--- src/rtl/rfsh_pkg.sv ---
package rfsh_pkg;

    localparam int NUM_BANKS = 8;
    localparam int BANK_W    = $clog2(NUM_BANKS);

    typedef enum logic [1:0] {
        CMD_NOP  = 2'd0,
        CMD_MRS  = 2'd1,
        CMD_AREF = 2'd2
    } cmd_e;

    typedef enum logic [2:0] {
        ST_IDLE,
        ST_STAB,
        ST_MRS,
        ST_BLK,
        ST_RUN
    } init_st_e;

    typedef struct packed {
        cmd_e              op;
        logic [BANK_W-1:0] bank;
    } cmd_t;

    function automatic logic is_last_bank(input logic [BANK_W-1:0] b);
        return b == BANK_W'(NUM_BANKS - 1);
    endfunction

    function automatic logic [BANK_W-1:0] next_bank(input logic [BANK_W-1:0] b);
        return is_last_bank(b) ? '0 : b + 1'b1;
    endfunction

endpackage

--- src/rtl/rfsh_init_fsm.sv ---
module rfsh_init_fsm
    import rfsh_pkg::*;
#(
    parameter int WAIT_W  = 16,
    parameter int MRS_N   = 2,
    parameter int NOP_BLK = 1024
) (
    input  logic              clk,
    input  logic              rst,
    input  logic              start_i,
    input  logic [WAIT_W-1:0] wait_i,
    output cmd_t              emit_o,
    output logic              done_o
);
    localparam int MRS_W = $clog2(MRS_N + 1);
    localparam int BLK_W = $clog2(NOP_BLK + 1);

    init_st_e          state_q;
    logic [WAIT_W-1:0] stab_q;
    logic [MRS_W-1:0]  mcnt_q;
    logic [BLK_W-1:0]  blk_q;

    always_ff @(posedge clk) begin
        if (rst) begin
            state_q <= ST_IDLE;
            stab_q  <= '0;
            mcnt_q  <= '0;
            blk_q   <= '0;
        end else begin
            case (state_q)
                ST_IDLE: if (start_i) begin
                    state_q <= ST_STAB;
                    stab_q  <= '0;
                end
                ST_STAB: if (stab_q == wait_i) begin
                    state_q <= ST_MRS;
                    mcnt_q  <= '0;
                end else begin
                    stab_q <= stab_q + 1'b1;
                end
                ST_MRS: if (mcnt_q == MRS_W'(MRS_N - 1)) begin
                    state_q <= ST_BLK;
                    blk_q   <= '0;
                end else begin
                    mcnt_q <= mcnt_q + 1'b1;
                end
                ST_BLK: if (blk_q == BLK_W'(NOP_BLK)) begin
                    state_q <= ST_RUN;
                end else begin
                    blk_q <= blk_q + 1'b1;
                end
                default: state_q <= ST_RUN;
            endcase
        end
    end

    // Command for this slot; refreshes sit at the head of the NOP block.
    always_comb begin
        emit_o = '{op: CMD_NOP, bank: '0};
        if (state_q == ST_MRS) begin
            emit_o.op = CMD_MRS;
        end else if (state_q == ST_BLK && blk_q < BLK_W'(NUM_BANKS)) begin
            emit_o.op   = CMD_AREF;
            emit_o.bank = blk_q[BANK_W-1:0];
        end
    end

    assign done_o = (state_q == ST_RUN);


    done_sticky_chk: assert property (@(posedge clk) disable iff (rst)
        done_o |=> done_o);


    idle_quiet_chk: assert property (@(posedge clk) disable iff (rst)
        (state_q == ST_IDLE) |-> (emit_o.op == CMD_NOP));

endmodule

--- src/rtl/rfsh_interval.sv ---
module rfsh_interval
    import rfsh_pkg::*;
#(
    parameter int CNT_W = 16
) (
    input  logic              clk,
    input  logic              rst,
    input  logic              run_i,
    input  logic [CNT_W-1:0]  refi_i,
    input  logic              gnt_i,
    output logic              req_o,
    output logic              issue_o,
    output logic [BANK_W-1:0] bank_o
);
    logic [CNT_W-1:0]  cnt_q;
    logic              pend_q;
    logic [BANK_W-1:0] bank_q;
    logic              trig;

    assign trig    = run_i && (cnt_q == refi_i - CNT_W'(1));
    assign issue_o = pend_q && gnt_i;
    assign req_o   = pend_q;
    assign bank_o  = bank_q;

    always_ff @(posedge clk) begin
        if (rst || !run_i) begin
            cnt_q  <= '0;
            pend_q <= 1'b0;
            bank_q <= '0;
        end else begin
            cnt_q <= trig ? '0 : cnt_q + 1'b1;
            if (issue_o) begin
                bank_q <= next_bank(bank_q);
            end
            if (trig) begin
                pend_q <= 1'b1;
            end else if (issue_o && is_last_bank(bank_q)) begin
                pend_q <= 1'b0;
            end
        end
    end


    bank_hold_chk: assert property (@(posedge clk) disable iff (rst)
        !issue_o |=> $stable(bank_q));


    group_end_chk: assert property (@(posedge clk) disable iff (rst)
        (issue_o && is_last_bank(bank_q) && !trig) |=> !req_o);

endmodule

--- src/rtl/rfsh_trc_guard.sv ---
module rfsh_trc_guard #(
    parameter int CNT_W = 16
) (
    input  logic             clk,
    input  logic             rst,
    input  logic             load_i,
    input  logic [CNT_W-1:0] trc_i,
    output logic             clear_o
);
    logic [CNT_W-1:0] cnt_q;

    always_ff @(posedge clk) begin
        if (rst) begin
            cnt_q <= '0;
        end else if (load_i) begin
            cnt_q <= trc_i;
        end else if (cnt_q != '0) begin
            cnt_q <= cnt_q - 1'b1;
        end
    end

    assign clear_o = (cnt_q == '0);


    trc_block_chk: assert property (@(posedge clk) disable iff (rst)
        (load_i && trc_i != '0) |=> !clear_o);

endmodule

--- src/rtl/rfsh_seq.sv ---
module rfsh_seq
    import rfsh_pkg::*;
#(
    parameter int ADDR_W  = 20,
    parameter int MODE_W  = 10,
    parameter int CNT_W   = 16,
    parameter int WAIT_W  = 16,
    parameter int MRS_N   = 2,
    parameter int NOP_BLK = 1024
) (
    input  logic              clk,
    input  logic              rst,
    input  logic              start_i,
    input  logic [MODE_W-1:0] mode_i,
    input  logic [WAIT_W-1:0] wait_i,
    input  logic [CNT_W-1:0]  refi_i,
    input  logic [CNT_W-1:0]  trc_i,
    input  logic              gnt_i,
    output logic [1:0]        cmd_o,
    output logic [BANK_W-1:0] bank_o,
    output logic [ADDR_W-1:0] addr_o,
    output logic              req_o,
    output logic              init_done_o,
    output logic              user_ok_o
);
    localparam int PAD_W = ADDR_W - MODE_W;

    cmd_t              init_emit;
    cmd_t              next_cmd;
    cmd_t              cmd_q;
    logic [ADDR_W-1:0] addr_q;
    logic              done;
    logic              run_req;
    logic              run_issue;
    logic [BANK_W-1:0] run_bank;
    logic              trc_clear;

    rfsh_init_fsm #(
        .WAIT_W (WAIT_W),
        .MRS_N  (MRS_N),
        .NOP_BLK(NOP_BLK)
    ) u_init (
        .clk    (clk),
        .rst    (rst),
        .start_i(start_i),
        .wait_i (wait_i),
        .emit_o (init_emit),
        .done_o (done)
    );

    rfsh_interval #(
        .CNT_W(CNT_W)
    ) u_intv (
        .clk    (clk),
        .rst    (rst),
        .run_i  (done),
        .refi_i (refi_i),
        .gnt_i  (gnt_i),
        .req_o  (run_req),
        .issue_o(run_issue),
        .bank_o (run_bank)
    );

    rfsh_trc_guard #(
        .CNT_W(CNT_W)
    ) u_trc (
        .clk    (clk),
        .rst    (rst),
        .load_i (run_issue),
        .trc_i  (trc_i),
        .clear_o(trc_clear)
    );

    always_comb begin
        if (!done) begin
            next_cmd = init_emit;
        end else if (run_issue) begin
            next_cmd = '{op: CMD_AREF, bank: run_bank};
        end else begin
            next_cmd = '{op: CMD_NOP, bank: '0};
        end
    end

    always_ff @(posedge clk) begin
        if (rst) begin
            cmd_q  <= '{op: CMD_NOP, bank: '0};
            addr_q <= '0;
        end else begin
            cmd_q  <= next_cmd;
            addr_q <= (next_cmd.op == CMD_MRS) ? {{PAD_W{1'b0}}, mode_i} : '0;
        end
    end

    assign cmd_o       = cmd_q.op;
    assign bank_o      = cmd_q.bank;
    assign addr_o      = addr_q;
    assign req_o       = run_req;
    assign init_done_o = done;
    assign user_ok_o   = done && !run_req && trc_clear;


    mrs_only_init_chk: assert property (@(posedge clk) disable iff (rst)
        (cmd_o == CMD_MRS) |-> !init_done_o);


    mode_hi_zero_chk: assert property (@(posedge clk) disable iff (rst)
        (cmd_o == CMD_MRS) |-> (addr_o[ADDR_W-1:MODE_W] == '0));


    aref_grant_chk: assert property (@(posedge clk) disable iff (rst)
        (init_done_o && $past(init_done_o) && cmd_o == CMD_AREF) |-> $past(req_o && gnt_i));


    bank_order_chk: assert property (@(posedge clk) disable iff (rst)
        (cmd_o == CMD_AREF && $past(cmd_o) == CMD_AREF) |-> (bank_o == BANK_W'($past(bank_o) + 1'b1)));


    trc_hold_chk: assert property (@(posedge clk) disable iff (rst)
        (cmd_o == CMD_AREF && trc_i != '0) |-> !user_ok_o);

endmodule

--- config.mk ---
export PLATFORM = sky130hd
export DESIGN_NAME = rfsh_seq
export DESIGN_NICKNAME = d
export VERILOG_FILES = /design/src/rtl/rfsh_pkg.sv /design/src/rtl/rfsh_init_fsm.sv /design/src/rtl/rfsh_interval.sv /design/src/rtl/rfsh_trc_guard.sv /design/src/rtl/rfsh_seq.sv
export SDC_FILE = /design/constraint.sdc
export NUM_CORES = 1
export LEC_CHECK = 0
export BUFFER_PORTS_ARGS = -buffer_cell sky130_fd_sc_hd__buf_2
export CAP_MARGIN = 20
export CORE_UTILIZATION = 32
export DETAILED_ROUTE_END_ITERATION = 8
export PLACE_DENSITY = 0.51
export SETUP_SLACK_MARGIN = 0.4
export SKIP_LAST_GASP = 1
export SLEW_MARGIN = 15
export SYNTH_ARGS = -nofsm -noshare
export SYNTH_HDL_FRONTEND = slang
export SYNTH_SLANG_ARGS = --single-unit
export TNS_END_PERCENT = 10
--- constraint.sdc ---
create_clock -name clk -period 2.75 [get_ports clk]
set_clock_uncertainty 0.05 [all_clocks]
set_input_delay 0.55 -clock clk [delete_from_list [all_inputs] [get_ports clk]]
set_output_delay 0.55 -clock clk [all_outputs]
set_load 0.03 [all_outputs]
Yosys cells after proc, flatten, opt, wreduce, memory -nomap -nowiden
Cells that the tools add are included.
{"block": "totals", "reg_bits": 93, "wordCells": 85, "inputBits": 62, "output_inout_bits": 28}
{"block": "op_classes", "reduce_logical": 23, "n_eq_ne": 17, "add_sub_neg": 7, "magnitude_cmp": 1, "mux": 24, "bitwise": 1}
{"op": "16-bit 2-to-1 mux", "count": 4}
{"op": "16-bit by 1-bit adder with 16-bit output, second input constant", "count": 2}
{"op": "16-bit == test", "count": 2}
{"op": "16-bit case mux with 2 select lines", "count": 1}
{"op": "16-bit by 1-bit subtractor with 16-bit output, second input constant", "count": 2}
{"op": "11-bit 2-to-1 mux", "count": 2}
{"op": "11-bit case mux with 2 select lines", "count": 1}
{"op": "3-bit 2-to-1 mux", "count": 6}
{"op": "16-bit logical NOT", "count": 1}
{"op": "16-bit nonzero test", "count": 1}
{"op": "5-bit 2-to-1 mux", "count": 3}
{"op": "3-bit case mux with 4 select lines", "count": 1}
{"op": "11-bit by 1-bit adder with 11-bit output, second input constant", "count": 1}
{"op": "11-bit == test, second input constant", "count": 1}
{"op": "11-bit by 4-bit less-than comparator with 1-bit output, second input constant", "count": 1}
{"op": "2-bit nonzero test", "count": 5}
{"op": "3-bit AND reduction", "count": 3}
{"op": "2-bit inequality test, second input constant", "count": 4}
{"op": "3-bit by 2-bit == test with 1-bit output, second input constant", "count": 2}
{"op": "3-bit == test, second input constant", "count": 2}
{"op": "1-bit logical AND", "count": 6}
{"op": "2-bit 2-to-1 mux", "count": 3}
{"op": "2-bit by 1-bit inequality test with 1-bit output, second input constant", "count": 3}
{"op": "2-bit by 1-bit == test with 1-bit output, second input constant", "count": 2}
{"op": "other kinds (11)", "count": 14}

Depth between registers and ports, before layout
{"block": "depth", "word_depth": 8, "ltp_mapped": 11, "ltp_nobuf": 8}

By module
From an unflattened synthesis, not the netlist that was laid out.
{"block": "unflattened", "hier_cells": 571, "hier_area_um2": 4893.4}
{"module": "rfsh_init_fsm", "cells_each": 233, "instances": 1, "area_per_inst_um2": 1966.9, "seq_area_each_um2": 640.6}
{"module": "rfsh_interval", "cells_each": 171, "instances": 1, "area_per_inst_um2": 1405.1, "seq_area_each_um2": 400.4}
{"module": "rfsh_trc_guard", "cells_each": 116, "instances": 1, "area_per_inst_um2": 964.7, "seq_area_each_um2": 320.3}
{"module": "rfsh_seq", "cells_each": 51, "instances": 1, "area_per_inst_um2": 556.8, "seq_area_each_um2": 300.3}

Worst setup path after synthesis
OpenSTA, ideal clock, no wires.
{"block": "synth_timing", "path_type": "register -> output", "from": "register u_trc.cnt_q[0]", "to": "output port user_ok_o", "stages_incl_launch_ff": 7, "n_path_buf": 0, "required_ns": 2.150, "t_arrival_ns": 2.189, "setup_slack_ns": -0.039, "path_cell_list": "dfxtp_1 > inv_1 > ha_1 > nor3b_1 > nand3_1 > or3_1 > nor3_1"}
{"block": "synth_via", "elab_chain_cells": 2}
{"element": "from (decl)", "line_no": "rfsh_trc_guard.sv:10", "source": "logic [CNT_W-1:0] cnt_q;"}
{"element": "from (signal assigned)", "line_no": "rfsh_trc_guard.sv:16", "source": "cnt_q <= trc_i;"}
{"element": "from (signal assigned)", "line_no": "rfsh_trc_guard.sv:18", "source": "cnt_q <= cnt_q - 1'b1;"}
{"element": "16-bit logical NOT", "line_no": "rfsh_trc_guard.sv:22", "source": "assign clear_o = (cnt_q == '0);"}
{"element": "1-bit logical AND", "line_no": "rfsh_seq.sv:99", "source": "assign user_ok_o = done && !run_req && trc_clear;"}
{"element": "to (decl)", "line_no": "rfsh_seq.sv:24", "source": "output logic user_ok_o"}
Every way passes these cells.

Worst setup path after layout
{"block": "layout_timing", "from": "input port refi_i[0]", "to": "register u_intv.cnt_q[4]"}
{"block": "layout_via", "elab_chain_cells": 4}
{"element": "from (decl)", "line_no": "rfsh_seq.sv:16", "source": "input logic [CNT_W-1:0] refi_i,"}
{"element": "16-bit by 1-bit subtractor with 16-bit output", "line_no": "rfsh_interval.sv:20", "source": "assign trig = run_i && (cnt_q == refi_i - CNT_W'(1));"}
{"element": "16-bit == test", "line_no": "rfsh_interval.sv:20"}
{"element": "1-bit logical AND", "line_no": "rfsh_interval.sv:20"}
{"element": "2-bit OR reduction (no source line)"}
{"element": "to (signal assigned)", "line_no": "rfsh_interval.sv:31", "source": "cnt_q <= trig ? '0 : cnt_q + 1'b1;"}
{"element": "to (decl)", "line_no": "rfsh_interval.sv:15", "source": "logic [CNT_W-1:0] cnt_q;"}
Every way passes these cells.
A chain may end at the register's enable or synchronous reset.

==> results by group <==
Route
  – Drt total wl: 11.0 mm
  – Pre-Repair DR Iteration Count: 4
  – Vias per inst: 4.94
  – Drt initial violations: 154
  – Post-DR wirelength/cell: 13.1 um
  – M1 WL: 5.29 mm
  – Total vias in the final route: 4,138
  – Detail Route Antenna Nets: 0
  – DRC: 0
  – WL met2: 5.14 mm
  – Met3 WL: 397 um
  – Max layer used: met4

Yosys
  – FF+latch count, synth: 83
  – Synth cell types: 61
  – Mean area per synthesized cell: 8.38 um2
  – Ys flop type: dfxtp_1
  – EDFF count, synth: 0
  – Cells after synthesis: 555
  – Synth Warn #: 0
  – Register area share after synthesis: 35.7%
  – Post-Syn Area: 4650 um2
  – Ys async rst share: 0%

Hold path
  – Hold path endpoint: addr_o[2]
  – Hold Path Class: in -> reg
  – Hold Path Cell Cnt: 2
  – Hold Crit Start: mode_i[2]

STA
  – Max_slew headroom: 56.9%
  – Final setup viols: 0
  – Worst hold slack: 0.359 ns
  – Slew @ Worst Pin: 0.641 ns
  – Min Tclk post-route: 2.50 ns
  – Tcrit/Tclk final: 90.8%
  – Final Slew Violations: 0
  – Setup repair after global routing missed its margin: true
  – Final Hold Viols: 0
  – Fmax: 400 MHz

Setup path
  – CP Data Required Time: 2.90 ns
  – Worst setup SP type: input pin
  – Crit-path max FO: 16
  – FF-to-FF Start: u_init.state_q[2]
  – CP Class: in -> reg
  – Crit path cell chain: buf_2 > buf_4 > or3_1 > xnor2_1 > or4_4 > nor4_4 > and4_4 > buf_12 > nor3_1
  – Critical R2R Capture: u_intv.cnt_q[4]
  – CP arrival: 2.65 ns
  – Worst path max stage delay: 0.52 ns
  – Setup slack, reg-to-reg: 0.36 ns
  – Type of element capturing the critical path: flip-flop
  – Worst Reg2Reg Path Length in Cells: 9
  – Slowest stage cell, crit path: or4_4

Layout
  – Fillers: 1,387
  – Nets@finish: 724
  – Most frequent cells in the layout: 81 x dfxtp_1, 78 x buf_2, 65 x nor2_1
  – Post-Route Utilization: 41.5%
  – Area occupied by multi-input gates: 2870 um2
  – Fraction of layout cells with a size suffix above 1: 26.3%
  – Reg area: 1660 um2
  – Layout area overhead: 25.2%
  – Diodes inserted: 0
  – Most common cell after layout, fill and taps aside: dfxtp_1

Floorplanning
  – Die ar.: 15,000 um2
  – Die width: 123 um
  – Core ar.: 14,000 um2
  – I/O pin count: 90
  – Height of the die: 123 um
  – # rows: 43
  – Initial Util: 33.1%

Placement
  – DP HPWL: 8.11 mm
  – RePlAce Congestion: 0.829
  – Port buffer count: 79

Pwr
  – P_leak: 2.27 nW
  – PD cells: 648 nW/um2
  – Combinational share of power: 27.2%
  – Clock group share of total power: 35.1%
  – Peak VDD IR: 0.462 mV
  – Internal cell power: 2.70 mW
  – Net Switching: 1.07 mW
  – Sw frac: 28.5%
  – Seq pwr share: 37.7%

Global routing
  – Vias in the first global route: 3,838
  – Largest net degree at the start of global routing: 26
  – First-pass GRT wire length: 18.2 mm
  – Total gr overflow: 0
  – Initial antenna violation count: 0
  – GRT Total Usage: 15.4%

Clocking
  – Cts bufs inserted: 9
  – H-tree depth: 3
  – CTS sink count: 83
  – CTS Buffer Depth: 2
  – Clock transition at path regs: 0.06 ns
  – CTS tree: built
  – CTS root buffer: clkbuf_16
  – Worst skew pair latency: 0.34 ns

Job
  – Max-cap check violation count: 0

Status
  – Result of the run: completed
==> power groups by stage <==
stage / Combinational [mW] / Sequential, mW / Clock [mW]
4_1_cts: 1.01 / 1.41 / 1.37
6_report: 1.03 / 1.42 / 1.32
5_1_grt: 1.15 / 1.44 / 1.42
3_3_place_gp: 0.848 / 1.43 / 0
3_5_place_dp: 0.856 / 1.43 / 0
2_1_floorplan: 0.640 / 1.41 / 0
==> per-layer routing <==
layer / global-route usage (%) / vias to the layer above
met3: 3.25 / 17
met2: 24.4 / 79
met1: 20.1 / 1910
li1: - / 2132
met5: 0 / -
met4: 6.55 / 0
==> cells in the mapped netlist, types with 3 or more instances <==
library cell  count  area (um2)
a2111oi_0         3        26.3
a211oi_1         20         150
a21oi_1          27         135
a22oi_1           3        22.5
a31o_2            7        61.3
a31oi_1           3        18.8
and2_1           12        75.1
and3_1            9        56.3
and4_1            4        35.0
buf_2             3        15.0
buf_4            10        75.1
clkbuf_1         20        75.1
dfxtp_1          83        1660
ha_1              9         113
inv_1            16        60.1
nand2_1          45         169
nand2b_1          5        31.3
nand3_1          14        70.1
nand3b_1          3        22.5
nand4_1          11        68.8
nor2_1           65         244
nor2b_1           5        31.3
nor3_1           23         115
nor3_2           10         100
nor3b_1           4        30.0
nor4_1            7        43.8
o211ai_1          5        37.5
o21ai_0          12        60.1
or3_1             8        50.1
xnor2_1          52         455
xor2_1           20         175
==> area by class of cell <==
class	instances	area share, %
clock inverter	4	1.25
clock buffer	12	4.41
multi-input combinational	428	49.3
inverter	18	1.16
tap	180	3.87
sequential	83	28.6
timing repair buffer	113	11.4
==> cell families (layout without fill, tap and decap cells) <==
group / Yosys count / in the layout / share of synthesized area, %
flip-flops: 83 / 83 / 35.7
XOR/XNOR: 72 / 72 / 13.6
buffers and inverters: 53 / 147 / 5.68
adder cells (fa/ha/maj): 9 / 9 / 2.42
AND/OR/NAND/NOR: 237 / 237 / 27.2
multiplexers: 2 / 2 / 0.431
other: 1 / 10 / 0.0807
AO/OA/AOI/OAI: 98 / 98 / 14.9
==> how the worst max path moves through the flow <==
stage,startpoint,end,cells past startpoint
5_1_grt,refi_i[0],u_intv.cnt_q[4],11
3_3_place_gp,refi_i[0],u_intv.cnt_q[5],10
6_report,refi_i[0],u_intv.cnt_q[4],9
3_5_place_dp,refi_i[0],u_intv.cnt_q[4],10
4_1_cts,u_trc.cnt_q[1],user_ok_o,7
2_1_floorplan,refi_i[0],u_intv.cnt_q[11],11
==> sequential cells by signal (all words and copies together) (netlist names) <==
name and count:
u_init.blk_q 11, u_init.stab_q 16, addr_o 10, u_intv.bank_o 3
u_intv.req_o 1, u_trc.cnt_q 16, u_init.state_q 3, u_init.mcnt_q 2
cmd_o 2, u_intv.cnt_q 16, bank_o 3
==> repair_timing <==
item | CTS | global route
gates resized for setup | 12 | 10
hold buffers | 0 | 0
buffers inserted | 6 | 1
pin swaps | 3 | 7
setup endpoints to repair | 17 | 18
==> through the flow <==
stage	cells	TNS, ns	setup WS, ns	instance area [um2]	total power [mW]
3_5_place_dp	815	-2.22	-0.167	5330	2.29
3_3_place_gp	815	-0.405	-0.0447	5330	2.28
5_1_grt	838	0	0.204	5820	4.02
2_1_floorplan	564	0	0.0790	4690	2.05
4_1_cts	837	0	0.192	5750	3.79
6_report	838	0	0.252	5820	3.77
==> critical path: cells and delay by family <==
family	cells	cell delay, ns
simple gates	5	1.57
xor+xnor	1	0.14
buf+inv	3	0.39
No activity file was read; power rests on OpenSTA's default activity.
